File: src/rtl/flash_swap_pkg.sv
package flash_swap_pkg;

    parameter int ADDR_W = 32;

    typedef logic [ADDR_W-1:0] addr_t;

    typedef enum logic [1:0] {
        GRP_NONE = 2'd0,
        GRP_A    = 2'd1,
        GRP_B    = 2'd2
    } grp_e;

    typedef struct packed {
        logic en;
        logic swap;
    } swap_cfg_t;

    typedef struct packed {
        addr_t addr;
        grp_e  grp;
        logic  err;
    } map_res_t;

    localparam map_res_t MAP_ERR = '{addr: '0, grp: GRP_NONE, err: 1'b1};

    function automatic map_res_t map_ok(input addr_t a, input grp_e g);
        map_res_t r;
        r.addr = a;
        r.grp  = g;
        r.err  = 1'b0;
        return r;
    endfunction

    function automatic swap_cfg_t cfg_from_word(input logic [1:0] w);
        swap_cfg_t c;
        c.en   = w[0];
        c.swap = w[1];
        return c;
    endfunction

endpackage

File: src/rtl/swap_cfg_latch.sv
module swap_cfg_latch
    import flash_swap_pkg::*;
(
    input  logic       clk,
    input  logic       rst,
    input  logic [1:0] cfg_word,
    output swap_cfg_t  cfg
);

    logic loaded;

    always_ff @(posedge clk) begin
        if (rst) begin
            cfg    <= '{en: 1'b0, swap: 1'b0};
            loaded <= 1'b0;
        end else if (!loaded) begin
            cfg    <= cfg_from_word(cfg_word);
            loaded <= 1'b1;
        end
    end

    // once captured, the configuration holds until the next reset
    assert_cfg_frozen_R2: assert property (@(posedge clk) disable iff (rst)
        (loaded && $past(loaded)) |-> $stable(cfg));

endmodule

File: src/rtl/swap_win_hit.sv
module swap_win_hit
    import flash_swap_pkg::*;
#(
    parameter addr_t BASE = '0,
    parameter addr_t SPAN = addr_t'(1)
)(
    input  addr_t addr,
    output logic  hit
);

    addr_t off;

    always_comb begin
        off = addr - BASE;
        hit = (addr >= BASE) && (off < SPAN);
    end

endmodule

File: src/rtl/swap_addr_decode.sv
module swap_addr_decode
    import flash_swap_pkg::*;
#(
    parameter addr_t CODE_BASE = 32'h8000_0000,
    parameter addr_t DATA_BASE = 32'h8800_0000,
    parameter addr_t WIN_SPAN  = 32'h0040_0000,
    parameter addr_t A_PHYS    = 32'hA000_0000,
    parameter addr_t A_SIZE    = 32'h0010_0000,
    parameter addr_t B_PHYS    = 32'hA010_0000,
    parameter addr_t B_SIZE    = 32'h0030_0000
)(
    input  addr_t     addr,
    input  logic      cmd,
    input  swap_cfg_t cfg,
    output map_res_t  res
);

    localparam int    NWIN     = 4;
    localparam int    W_CODE   = 0;
    localparam int    W_DATA   = 1;
    localparam int    W_PA     = 2;
    localparam int    W_PB     = 3;
    localparam addr_t CODE_LIM = (A_SIZE < B_SIZE) ? A_SIZE : B_SIZE;

    logic [NWIN-1:0] hit;

    for (genvar gi = 0; gi < NWIN; gi++) begin : g_win
        localparam addr_t WB = (gi == W_CODE) ? CODE_BASE :
                               (gi == W_DATA) ? DATA_BASE :
                               (gi == W_PA)   ? A_PHYS    : B_PHYS;
        localparam addr_t WS = (gi == W_CODE) ? WIN_SPAN :
                               (gi == W_DATA) ? WIN_SPAN :
                               (gi == W_PA)   ? A_SIZE   : B_SIZE;
        swap_win_hit #(.BASE(WB), .SPAN(WS)) i_hit (
            .addr (addr),
            .hit  (hit[gi])
        );
    end

    addr_t off_code;
    addr_t off_data;
    addr_t act_base;
    addr_t ina_base;
    addr_t ina_size;
    grp_e  act_grp;
    grp_e  ina_grp;

    always_comb begin
        off_code = addr - CODE_BASE;
        off_data = addr - DATA_BASE;
        act_base = cfg.swap ? B_PHYS : A_PHYS;
        act_grp  = cfg.swap ? GRP_B  : GRP_A;
        ina_base = cfg.swap ? A_PHYS : B_PHYS;
        ina_grp  = cfg.swap ? GRP_A  : GRP_B;
        ina_size = cfg.swap ? A_SIZE : B_SIZE;
        res      = MAP_ERR;
        if (cmd || !cfg.en) begin
            if (hit[W_PA])      res = map_ok(addr, GRP_A);
            else if (hit[W_PB]) res = map_ok(addr, GRP_B);
        end else begin
            if (hit[W_CODE] && (off_code < CODE_LIM))
                res = map_ok(act_base + off_code, act_grp);
            else if (hit[W_DATA] && (off_data < ina_size))
                res = map_ok(ina_base + off_data, ina_grp);
        end
    end

    // a valid code-window fetch lands in the lower part of the active group
    always_comb begin
        if (!cmd && cfg.en && hit[W_CODE] && !res.err)
            assert_code_in_low_part_R7: assert ((res.addr - act_base) < CODE_LIM);
    end

endmodule

File: src/rtl/swap_out_stage.sv
module swap_out_stage
    import flash_swap_pkg::*;
(
    input  logic     clk,
    input  logic     rst,
    input  logic     in_valid,
    input  map_res_t in_res,
    output logic     out_valid,
    output map_res_t out_res
);

    always_ff @(posedge clk) begin
        if (rst) begin
            out_valid <= 1'b0;
            out_res   <= '{addr: '0, grp: GRP_NONE, err: 1'b0};
        end else begin
            out_valid <= in_valid;
            out_res   <= in_valid ? in_res : '{addr: '0, grp: GRP_NONE, err: 1'b0};
        end
    end

    // fixed one-cycle latency
    assert_resp_follows_req_R4: assert property (@(posedge clk) disable iff (rst)
        in_valid |=> out_valid);
    assert_no_spurious_resp_R4: assert property (@(posedge clk) disable iff (rst)
        !in_valid |=> !out_valid);

endmodule

File: src/rtl/flash_swap_remap.sv
module flash_swap_remap
    import flash_swap_pkg::*;
#(
    parameter addr_t CODE_BASE = 32'h8000_0000,
    parameter addr_t DATA_BASE = 32'h8800_0000,
    parameter addr_t WIN_SPAN  = 32'h0040_0000,
    parameter addr_t A_PHYS    = 32'hA000_0000,
    parameter addr_t A_SIZE    = 32'h0010_0000,
    parameter addr_t B_PHYS    = 32'hA010_0000,
    parameter addr_t B_SIZE    = 32'h0030_0000
)(
    input  logic              clk,
    input  logic              rst,
    input  logic [1:0]        cfg_word,
    input  logic              req_valid,
    input  logic [ADDR_W-1:0] req_addr,
    input  logic              req_cmd,
    output logic              rsp_valid,
    output logic [ADDR_W-1:0] rsp_addr,
    output logic [1:0]        rsp_grp,
    output logic              rsp_err,
    output logic              fastpath_off
);

    swap_cfg_t cfg;
    map_res_t  dec_res;
    map_res_t  reg_res;

    swap_cfg_latch i_cfg (
        .clk      (clk),
        .rst      (rst),
        .cfg_word (cfg_word),
        .cfg      (cfg)
    );

    swap_addr_decode #(
        .CODE_BASE (CODE_BASE),
        .DATA_BASE (DATA_BASE),
        .WIN_SPAN  (WIN_SPAN),
        .A_PHYS    (A_PHYS),
        .A_SIZE    (A_SIZE),
        .B_PHYS    (B_PHYS),
        .B_SIZE    (B_SIZE)
    ) i_dec (
        .addr (req_addr),
        .cmd  (req_cmd),
        .cfg  (cfg),
        .res  (dec_res)
    );

    swap_out_stage i_out (
        .clk       (clk),
        .rst       (rst),
        .in_valid  (req_valid),
        .in_res    (dec_res),
        .out_valid (rsp_valid),
        .out_res   (reg_res)
    );

    assign rsp_addr     = reg_res.addr;
    assign rsp_grp      = reg_res.grp;
    assign rsp_err      = reg_res.err;
    assign fastpath_off = cfg.en;

    // a successful command access returns its own address unchanged
    assert_cmd_bypass_R5: assert property (@(posedge clk) disable iff (rst)
        (req_valid && req_cmd) |=> (rsp_err || (rsp_addr == $past(req_addr))));

    // an error carries no group and no address
    assert_err_clean_R10: assert property (@(posedge clk) disable iff (rst)
        rsp_err |-> (rsp_valid && rsp_grp == 2'd0 && rsp_addr == '0));

    // a successful response always names a group
    assert_ok_has_group_R10: assert property (@(posedge clk) disable iff (rst)
        (rsp_valid && !rsp_err) |-> (rsp_grp == 2'd1 || rsp_grp == 2'd2));

endmodule

File: config.mk
export PLATFORM = sky130hd
export DESIGN_NAME = flash_swap_remap
export DESIGN_NICKNAME = d
export VERILOG_FILES = /design/src/rtl/flash_swap_pkg.sv /design/src/rtl/swap_cfg_latch.sv /design/src/rtl/swap_win_hit.sv /design/src/rtl/swap_addr_decode.sv /design/src/rtl/swap_out_stage.sv /design/src/rtl/flash_swap_remap.sv
export SDC_FILE = /design/constraint.sdc
export NUM_CORES = 1
export LEC_CHECK = 0
export BUFFER_PORTS_ARGS = -buffer_cell sky130_fd_sc_hd__buf_2
export CAP_MARGIN = 10
export CORE_ASPECT_RATIO = 1.5
export CORE_MARGIN = 2
export CORE_UTILIZATION = 45
export CTS_BUF_LIST = sky130_fd_sc_hd__clkbuf_4
export DETAILED_ROUTE_END_ITERATION = 12
export PLACE_DENSITY_LB_ADDON = 0.25
export SLEW_MARGIN = 25
export SYNTH_ARGS = -nofsm -noshare
export SYNTH_HDL_FRONTEND = slang
export SYNTH_HIERARCHICAL = 1
export SYNTH_SLANG_ARGS = --single-unit
export TNS_END_PERCENT = 100
File: constraint.sdc
create_clock -name clk -period 3.32 [get_ports clk]
set_input_delay 0.332 -clock clk [delete_from_list [all_inputs] [get_ports clk]]
set_output_delay 0.332 -clock clk [all_outputs]
set_load 0.02 [all_outputs]
# After elaboration in Yosys (flattened, before gate mapping)
# Index checks and enable logic that the tools add are counted.
# word_totals
in_bits	38
register_bits	39
out_inout_bits	37
# classes
muxes	11
bitwise	1
add_sub_neg	6
n_lt_le_gt_ge	10
n_reduce_logical	9
# op_table
operator	n
$mux W35	5
$ge A32 B32 Y1 const B	4
$sub A32 B32 Y32 const B	4
$add A32 B32 Y32	2
$lt A32 B21 Y1 const B	2
$lt A32 B23 Y1 const B	2
$mux W21	2
$lt A32 B22 Y1 const B	1
$lt A32 B32 Y1	1
$mux W22	1
$logic_and A1 B1 Y1	6
$mux W2	2
$reduce_or A2 Y1	1
$logic_not A1 Y1	1
$logic_or A1 B1 Y1	1
$mux W1	1
$not A1 Y1	1

# Longest topological paths before layout
# logic_depth
depth_word	7
depth_mapped	11

# Modules after synthesis
# Netlist, hierarchy kept.
# by_module_without_submodules
mod	cells_each	seq_area_each_um2	area_each_um2	n_inst
swap_out_stage	78	720.7	1084.8	1
swap_addr_decode	82	0.0	580.6	1
swap_win_hit at i_dec.g_win[2].i_hit	18	0.0	113.9	1
swap_cfg_latch	8	60.1	91.3	1
swap_win_hit at i_dec.g_win[1].i_hit	8	0.0	61.3	1
swap_win_hit at i_dec.g_win[3].i_hit	4	0.0	45.0	1
swap_win_hit at i_dec.g_win[0].i_hit	3	0.0	30.0	1

# Least setup slack after synthesis
# Ideal clock, no wire load.
# synth_timing
kind	input -> register
startpoint	input port req_addr[23]
endpoint	register i_out/out_res[0] (netlist name)
arrival_time_ps	2628
path_stages	9
slack_ps	575
setup_ps	117
required_time_ps	3203
cell_sequence	or4_1 > nor4_2 > or4b_2 > nor4_2 > nand2b_1 > o32a_2 > buf_6 > inv_1 > and3b_2
# synth_rtl
element	line	text
start, declared	flash_swap_remap.sv:16	input logic [ADDR_W-1:0] req_addr,
end signal, assigned	swap_out_stage.sv:15	out_res <= '{addr: '0, grp: GRP_NONE, err: 1'b0};
end signal, assigned	swap_out_stage.sv:18	out_res <= in_valid ? in_res : '{addr: '0, grp: GRP_NONE, err: 1'b0};
end, declared	swap_out_stage.sv:9	output map_res_t out_res

==> out/results.txt <==
Pin count of the biggest net entering global routing -> 40
Worst Hold Launch -> cfg_word[0]
PortBufs -> 74
First-pass GRT wire length -> 7040 µm
Clock transition at path regs -> 110 ps
Status -> finished, final reports clean
Antenna cells -> 0
Cts repair resizes -> 0
Max Freq -> 390 MHz
Maximum vdd drop -> 0.000251 V
Reg2reg path depth -> 7
Final routed DRC violation total -> 0
GRT Util Overall -> 18.2%
Via Count -> 1743
CP startpoint kind -> primary input
Drt first pass iters -> 4
Vias in the first global route -> 1566
Asr flop ratio synth -> 0%
Layout fillers -> 388
Final nets -> 321
Synth Instances -> 201
EDFF count, synth -> 0
Synth top cells by count -> dfxtp_1, and2_1, and3b_1
Root Buffer -> clkbuf_4
Cell Area, Synth -> 2010 µm²
Worst setup EP type -> flop
Clock Skews -> 3.33 ps
RePlAce Congestion -> 0.804
Final HPWL DP -> 3280 µm
Hold Buf Count CTS -> 0
Total leakage power -> 0.00129 µW
Setup TNS -> 0 ps
Via/cell ratio -> 5.43
Hold EP -> i_cfg/cfg[1]
Share of layout cells above drive strength 1 -> 39.3%
FF-to-FF Start -> i_cfg/cfg[0]
Reg-to-reg endpoint -> i_out/out_res[25]
Finish-stage setup viols -> 0
Post-Syn Area per Cell -> 9.98 µm²
Top-count cell post-synth -> dfxtp_1
Seq/Total Area, Yosys -> 38.9%
Synth top area share -> 38.9%
CTS buffer count -> 5
Area Growth Syn to Fin -> 21.7%
Core Region -> 4250 µm²
Io pins -> 75
Main synth FF type -> dfxtp_1
Slew HR -> 67.7%
GR Overflow Total -> 0
Hold path cells -> 3
Synthesized Nets -> 248
Critical path data required time -> 3610 ps
Initial core utilization -> 47.3%
1st-iter DRT viols -> 35
Cell Pwr Density -> 331 nW/µm²
Max Cap Viol -> 0
Worst slew pin tran -> 483 ps
Crit path kind -> in2reg
Unrepaired setup endpoints after global routing -> no
Post-CTS Setup Inserts -> 0
Critical path arrival -> 2850 ps
Antenna violations before repair -> 0
Hold Crit Class -> in2reg
Synthesized flop and latch total -> 39
CTS Buffer Depth -> 2
Worst R2R Setup Slack -> 990 ps
Yosys top cell by area -> dfxtp_1
WL per Instance -> 13.7 µm
Placed Cells -> 313
Worst skew pair latency -> 340 ps
Post-DRT Antenna Nets -> 0
Die extent in y -> 85.8 µm
TritonCTS clock tree -> done
Final Cycle Share -> 77.2%
Period minus WS final -> 2560 ps
WL final -> 4410 µm
FP Rows -> 29
Yosys warnings -> 6
Final Max Tran Viols -> 0
Top post-synthesis cells by area -> dfxtp_1, and3b_1, and2_1, and3b_2, ha_1
Chip width -> 58.5 µm
Crit-path max FO -> 22
CTS sink count -> 39
Utilization after layout -> 57.5%
Htree depth -> 2
Final hold viol count -> 0
Total die area -> 5020 µm²
Distinct cells, synth -> 46
Final std cells w/o fill -> 321
-- per-stage QoR --
stage          instance area (µm²)  power (µW)  hold WS, ps  setup slack, ps
3_3_place_gp                  2390         594          488              471
3_5_place_dp                  2390         596          501              425
5_1_grt                       2440         848          217              594
2_1_floorplan                 2010         544          389              575
6_report                      2440         809          219              759
4_1_cts                       2440         820          209              754
-- state kept, by name (all words and copies together) (netlist names) --
signal	flops
i_cfg/loaded	1
i_out/out_valid	1
i_out/out_res	35
i_cfg/cfg	2
-- where the power goes --
part           total [µW]  switching (µW)  leakage (µW)  internal, µW
Clock                 224             146     0.0000263          77.6
Sequential            477            3.12      0.000316           473
Combinational         109            62.1      0.000944          46.6
Total                 809             211       0.00129           598
-- cell families (layout without fill, tap and decap cells) --
group	count (synthesis)	after routing	share of synthesized area [%]
mux	4	4	2.06
fa+ha+maj	9	9	5.61
xor+xnor	3	3	1.31
buf+inv	20	94	4.86
flops	39	39	38.9
compound gates	18	18	7.11
simple gates	108	108	40.1
-- worst max-delay path, stage by stage --
cell and delay, ps:
buf_2 130, or4_1 530, nor4_2 200, or4b_2 610, nor4_2 190, nand2b_1 140, o32a_2 310, a21boi_0 210
and3b_2 190
-- cell usage in the layout (no fill, tap or decap), drive strengths merged, types with 2 or more instances in the layout --
| cell type | instances |
|---|---|
| and2 | 25 |
| clkbuf | 5 |
| or4 | 4 |
| or4b | 3 |
| nor4 | 8 |
| nor2b | 3 |
| mux2i | 3 |
| a31oi | 2 |
| nor3 | 3 |
| o21ai | 2 |
| dfxtp | 39 |
| nand3 | 3 |
| clkinv | 2 |
| xnor2 | 2 |
| ha | 9 |
| inv | 10 |
| nor4b | 2 |
| and3b | 35 |
| nor2 | 6 |
| buf | 76 |
| a21oi | 4 |
| a211o | 2 |
| nand2 | 8 |
| nor3b | 2 |
-- per-layer routing --
metal	vias up	wire length [µm]	global-route usage, %
li1	862	-	-
met1	810	1850	20.9
met2	61	2150	30.2
met3	10	263	3.47
met4	0	141	11.0
met5	-	0	0
-- how the worst max path moves through the flow --
stage                     slack (ps)    startpoint                 to
final                            760  req_addr[23]  i_out/out_res[25]
after global routing             590  req_addr[23]  i_out/out_res[25]
after detailed placement         420  req_addr[23]  i_out/out_res[25]
after CTS                        750  req_addr[23]  i_out/out_res[25]
after global placement           470  req_addr[23]  i_out/out_res[25]
after floorplan                  580  req_addr[23]   i_out/out_res[0]
-- layout make-up --
type | count | area (µm²) | area share [%]
multi-input cells | 142 | 1130 | 46.2
clock inverters | 3 | 15.0 | 0.615
repair buffers | 76 | 385 | 15.8
well taps | 46 | 57.6 | 2.36
clock buffers | 5 | 37.5 | 1.54
inverters | 10 | 37.5 | 1.54
flip-flops and latches | 39 | 781 | 32.0
Power figures use the tool's default switching activity.
